<file path="config.mk">
export PLATFORM = sky130hd
export DESIGN_NAME = convclk_pwr
export DESIGN_NICKNAME = d
export VERILOG_FILES = /design/src/rtl/convclk_pkg.sv /design/src/rtl/cc_cfg_hold.sv /design/src/rtl/cc_tick_gen.sv /design/src/rtl/cc_conv_seq.sv /design/src/rtl/cc_power.sv /design/src/rtl/convclk_pwr.sv
export SDC_FILE = /design/constraint.sdc
export NUM_CORES = 1
export LEC_CHECK = 0
export BUFFER_PORTS_ARGS = -buffer_cell sky130_fd_sc_hd__buf_2
export CAP_MARGIN = 20
export CORE_MARGIN = 2
export CORE_UTILIZATION = 40
export DETAILED_ROUTE_END_ITERATION = 12
export PLACE_DENSITY = 0.73
export SETUP_SLACK_MARGIN = 0.5
export SYNTH_ARGS = -nofsm -noshare
export SYNTH_HDL_FRONTEND = slang
export SYNTH_HIERARCHICAL = 1
export SYNTH_SLANG_ARGS = --single-unit
</file>
<file path="constraint.sdc">
create_clock -name clk -period 4.2 [get_ports clk]
set_clock_uncertainty 0.15 [all_clocks]
set_input_delay 0.84 -clock clk [delete_from_list [all_inputs] [get_ports clk]]
set_output_delay 0.84 -clock clk [all_outputs]
set_load 0.02 [all_outputs]
</file>
<file path="src/rtl/convclk_pkg.sv">
package convclk_pkg;

    // Number of conversion-clock periods in one conversion
    localparam int CONV_CLKS = 14;
    // Width of the serial-clock divide code and prescale counter
    localparam int DIV_W     = 2;
    localparam int PRE_W     = 2;

    typedef enum logic {
        SRC_OSC  = 1'b0,
        SRC_SCLK = 1'b1
    } clk_src_e;

    typedef struct packed {
        clk_src_e           src;
        logic [DIV_W-1:0]   div;
    } conv_cfg_t;

    // Terminal prescale count for a divide code; the reserved code acts as /4
    function automatic logic [PRE_W-1:0] pre_last(input logic [DIV_W-1:0] code);
        case (code)
            2'b00:   pre_last = PRE_W'(0);
            2'b01:   pre_last = PRE_W'(1);
            default: pre_last = PRE_W'(3);
        endcase
    endfunction

endpackage

</file>
<file path="src/rtl/cc_cfg_hold.sv">
module cc_cfg_hold
    import convclk_pkg::*;
(
    input  logic       clk,
    input  logic       rst,
    input  logic       busy,
    input  conv_cfg_t  cfg_in,
    output conv_cfg_t  cfg_q
);
    // Follows the inputs while idle, frozen for the length of a conversion
    always_ff @(posedge clk) begin
        if (rst) begin
            cfg_q <= '{src: SRC_OSC, div: '0};
        end else if (!busy) begin
            cfg_q <= cfg_in;
        end
    end
endmodule

</file>
<file path="src/rtl/cc_tick_gen.sv">
module cc_tick_gen
    import convclk_pkg::*;
(
    input  logic       clk,
    input  logic       rst,
    input  logic       busy,
    input  conv_cfg_t  cfg,
    input  logic       osc_tick,
    input  logic       sclk_rise,
    output logic       conv_tick
);
    logic [PRE_W-1:0] pre_q;
    logic [PRE_W-1:0] pre_end;
    logic             pre_wrap;

    assign pre_end  = pre_last(cfg.div);
    assign pre_wrap = sclk_rise && (pre_q == pre_end);

    always_ff @(posedge clk) begin
        if (rst || !busy) begin
            pre_q <= '0;
        end else if (cfg.src == SRC_SCLK && sclk_rise) begin
            pre_q <= pre_wrap ? '0 : pre_q + PRE_W'(1);
        end
    end

    always_comb begin
        if (!busy)
            conv_tick = 1'b0;
        else if (cfg.src == SRC_OSC)
            conv_tick = osc_tick;
        else
            conv_tick = pre_wrap;
    end
endmodule

</file>
<file path="src/rtl/cc_conv_seq.sv">
module cc_conv_seq #(
    parameter int N_CLKS = 14
) (
    input  logic clk,
    input  logic rst,
    input  logic start,
    input  logic conv_tick,
    output logic busy,
    output logic busy_nxt,
    output logic done
);
    localparam int CW = (N_CLKS > 1) ? $clog2(N_CLKS) : 1;

    logic [CW-1:0] cnt_q;
    logic          last_tick;

    assign last_tick = busy && conv_tick && (cnt_q == CW'(N_CLKS - 1));

    always_comb begin
        if (!busy)
            busy_nxt = start;
        else
            busy_nxt = !last_tick;
    end

    always_ff @(posedge clk) begin
        if (rst) begin
            busy  <= 1'b0;
            done  <= 1'b0;
            cnt_q <= '0;
        end else begin
            busy <= busy_nxt;
            done <= last_tick;
            if (!busy || last_tick)
                cnt_q <= '0;
            else if (conv_tick)
                cnt_q <= cnt_q + CW'(1);
        end
    end
endmodule

</file>
<file path="src/rtl/cc_power.sv">
module cc_power (
    input  logic clk,
    input  logic rst,
    input  logic cs_act,
    input  logic start,
    input  logic busy_nxt,
    output logic core_pwr_en,
    output logic ref_en
);
    always_ff @(posedge clk) begin
        if (rst) begin
            core_pwr_en <= 1'b0;
            ref_en      <= 1'b0;
        end else begin
            core_pwr_en <= cs_act || start || busy_nxt;
            ref_en      <= 1'b1;
        end
    end
endmodule

</file>
<file path="src/rtl/convclk_pwr.sv">
module convclk_pwr
    import convclk_pkg::*;
(
    input  logic             clk,
    input  logic             rst,
    input  logic             osc_tick,
    input  logic             sclk_rise,
    input  logic             src_sel,
    input  logic [DIV_W-1:0] div_sel,
    input  logic             cs_act,
    input  logic             start,
    output logic             core_pwr_en,
    output logic             ref_en,
    output logic             busy,
    output logic             done
);
    conv_cfg_t cfg_in;
    conv_cfg_t cfg_q;
    logic      conv_tick;
    logic      busy_nxt;

    assign cfg_in.src = clk_src_e'(src_sel);
    assign cfg_in.div = div_sel;

    cc_cfg_hold u_cfg (
        .clk    (clk),
        .rst    (rst),
        .busy   (busy),
        .cfg_in (cfg_in),
        .cfg_q  (cfg_q)
    );

    cc_tick_gen u_tick (
        .clk       (clk),
        .rst       (rst),
        .busy      (busy),
        .cfg       (cfg_q),
        .osc_tick  (osc_tick),
        .sclk_rise (sclk_rise),
        .conv_tick (conv_tick)
    );

    cc_conv_seq #(.N_CLKS(CONV_CLKS)) u_seq (
        .clk       (clk),
        .rst       (rst),
        .start     (start),
        .conv_tick (conv_tick),
        .busy      (busy),
        .busy_nxt  (busy_nxt),
        .done      (done)
    );

    cc_power u_pwr (
        .clk         (clk),
        .rst         (rst),
        .cs_act      (cs_act),
        .start       (start),
        .busy_nxt    (busy_nxt),
        .core_pwr_en (core_pwr_en),
        .ref_en      (ref_en)
    );
endmodule

</file>
==> key figures <==
Final layout
  • Final core utilization: 0.509
  • Most frequent cells in the layout: dfxtp_1, buf_2, nor2_1
  • Area delta synth->final: 18.6%
  • Fin nets: 85
  • Fraction of layout cells with a size suffix above 1: 0.288
  • Inserted Diodes: 0
  • Reg area: 260 um2
  • Leading cell type in the layout, fill and taps excluded: dfxtp_1
  • Final instance area: 671 um2
  • Multi-input logic area: 294 um2
  • Fillers: 137

Hold path
  • Class of the worst hold path: reg2reg
  • Hold Path Depth: 2

STA
  • Worst slew pin tran: 0.613 ns
  • Fmax: 423 MHz
  • Final worst path period need: 2.36 ns
  • Setup violators final: 0
  • Final Hold Fails: 0
  • Rel. slew slack: 0.589
  • Slew Viols, Final: 0
  • Setup_tns: 0 ns
  • RSZ-0062 raised after global routing: false
  • Fin crit share: 0.562

Logic synthesis
  • Mapped Avg Cell Area: 9.92 um2
  • Seq cells post-synth: 13
  • Unique masters post-synth: 25
  • Cells after Synth: 57
  • Synthesized area: 566 um2
  • Seq/Total Area, Yosys: 0.460
  • Post-Syn Nets: 68
  • Synth warn: 6

Drt
  • First drt pass iteration count: 4
  • Routed wire length: 948 um
  • Via/cell ratio: 4.90
  • # DRC: 0
  • Routed wire length per instance: 10.8 um
  • Initial DRC Count: 7
  • ANT nets after route: 0
  • Via Count: 431

Power and ir drop
  • Part of the power in registers: 0.570
  • PD cells: 346 nW/um2
  • Power, Total: 0.232 mW
  • Clk network pwr share: 0.327
  • Comb pwr share: 0.103
  • Net switching power: 0.0558 mW
  • Pleak: 0.285 nW
  • Internal power: 0.176 mW
  • Worst vdd ir: 0.144 mV
  • Switching portion of total power: 0.240

GRT
  • Total gr overflow: 0
  • GRT Util Overall: 0.126
  • Vias in the first global route: 402
  • Largest net degree at the start of global routing: 10
  • Antenna violations before repair: 0
  • Global-route wire length before repair: 1.69 mm

Critical path
  • R2R cell count: 6
  • Critical Path End Type: register
  • WS Path Type: in2reg
  • Critical path arrival: 2.37 ns
  • CP startpoint kind: input port
  • Crit path required time: 4.21 ns
  • Worst Path Max Fanout: 6

Place
  • GPL Wtd Cong: 0.721
  • Dpl cell area: 644 um2
  • Hpwl dp: 725 um
  • Port bufs: 12

Clock tree
  • Bufs on Longest Clock Path: 2
  • TritonCTS sink count: 13
  • H-Tree Level Count: 1
  • Root Buffer: clkbuf_4
  • CTS Hold Buffers Added: 0
  • Worst skew pair latency: 0.27 ns
  • Post CTS Setup Buffer Count: 0
  • Total CTS buffers: 3
  • Reg clk slew, reported paths: 0.07 ns
  • Post-CTS Resized: 0
  • Clock tree from TritonCTS: built

Floorplanning
  • Starting density of the core: 0.429
  • Core Area: 1320 um2
  • Boundary Pins: 13
  • DIE AREA: 1730 um2
  • Die Wd: 41.6 um
  • Die height: 41.6 um
  • Row count: 13

Outcome
  • Run status: complete, no violations

Flow run
  • MaxCap Viol Count: 0
==> power groups by stage <==
stage	clock, mW	sequential, mW	combinational, mW
final	0.0758	0.132	0.0240
after detailed placement	0	0.135	0.0242
after floorplan	0	0.136	0.0133
after global routing	0.0840	0.133	0.0270
after CTS	0.0782	0.132	0.0243
after global placement	0	0.135	0.0234
==> path summary, 6_finish.rpt <==
check | end | slack [ns] | startpoint
setup reg to reg | u_pwr/core_pwr_en$_SDFF_PP0_ | 1.94 | u_seq/busy$_SDFF_PP0_
setup / recovery | u_pwr/core_pwr_en$_SDFF_PP0_ | 1.84 | sclk_rise
hold reg to reg | u_tick/pre_q[1]$_SDFFE_PP0P_ | 0.36 | u_tick/pre_q[1]$_SDFFE_PP0P_
hold / removal | u_tick/pre_q[1]$_SDFFE_PP0P_ | 0.36 | u_tick/pre_q[1]$_SDFFE_PP0P_
==> metrics by stage <==
| step | hold WS (ns) | worst slack [ns] | instances |
|---|---|---|---|
| floorplan | 0.321 | 1.86 | 57 |
| global placement | 0.340 | 1.61 | 84 |
| detailed placement | 0.351 | 1.58 | 84 |
| CTS | 0.361 | 1.87 | 88 |
| global route | 0.407 | 1.67 | 88 |
| finish | 0.361 | 1.84 | 88 |
==> flip-flops by register name (all words and copies together) (netlist names) <==
| signal | count |
|---|---|
| u_seq/done | 1 |
| u_seq/busy | 1 |
| u_tick/pre_q | 2 |
| u_cfg/cfg_q | 3 |
| u_pwr/core_pwr_en | 1 |
| u_pwr/ref_en | 1 |
| u_seq/cnt_q | 4 |
==> final cells by class <==
cell class,instances,area share
clock buffers,4,0.0392
inverters,3,0.0168
multi-input cells,41,0.438
flip-flops and latches,13,0.388
well taps,15,0.0280
repair buffers,12,0.0896
==> routing by layer <==
metal | vias to the layer above | global-route usage | wire length, um
met4 | 0 | 0.0387 | 0
met5 | - | 0 | 0
met2 | 7 | 0.206 | 469
met1 | 191 | 0.149 | 440
li1 | 233 | - | -
met3 | 0 | 0.0522 | 38
==> kinds of logic (layout without fill, tap and decap cells) <==
family	Yosys count	in the layout	share of synthesized area
simple gates	25	25	0.257
flops	13	13	0.460
compound gates	7	7	0.0929
mux	4	4	0.0796
xor+xnor	3	3	0.0465
buf+inv	3	19	0.0199
fa+ha+maj	2	2	0.0442
==> worst max-delay path: stages <==
cell     delay, ns
buf_2         0.09
nand2_1       0.06
a21bo_2       0.21
a31oi_1       0.47
nand4_2       0.20
mux2_4        0.32
nor3_1        0.13
nor2_1        0.05
==> cells in the mapped netlist, drive strengths merged <==
library cell / number / area share
mux2: 1 / 0.027
xnor2: 1 / 0.015
and4bb: 1 / 0.022
a211oi: 1 / 0.013
nand3: 1 / 0.0088
xor2: 2 / 0.031
ha: 2 / 0.044
a21oi: 2 / 0.024
nand2b: 3 / 0.033
nor3b: 1 / 0.013
or3: 1 / 0.011
a211o: 1 / 0.015
nand3b: 1 / 0.013
a31oi: 2 / 0.022
dfxtp: 13 / 0.46
nand4: 2 / 0.033
nand2: 4 / 0.027
nor2: 8 / 0.053
nor3: 2 / 0.018
inv: 3 / 0.020
a21bo: 1 / 0.018
nor2b: 1 / 0.024
mux2i: 3 / 0.053
Note: power is estimated with default switching activity, not from simulation.
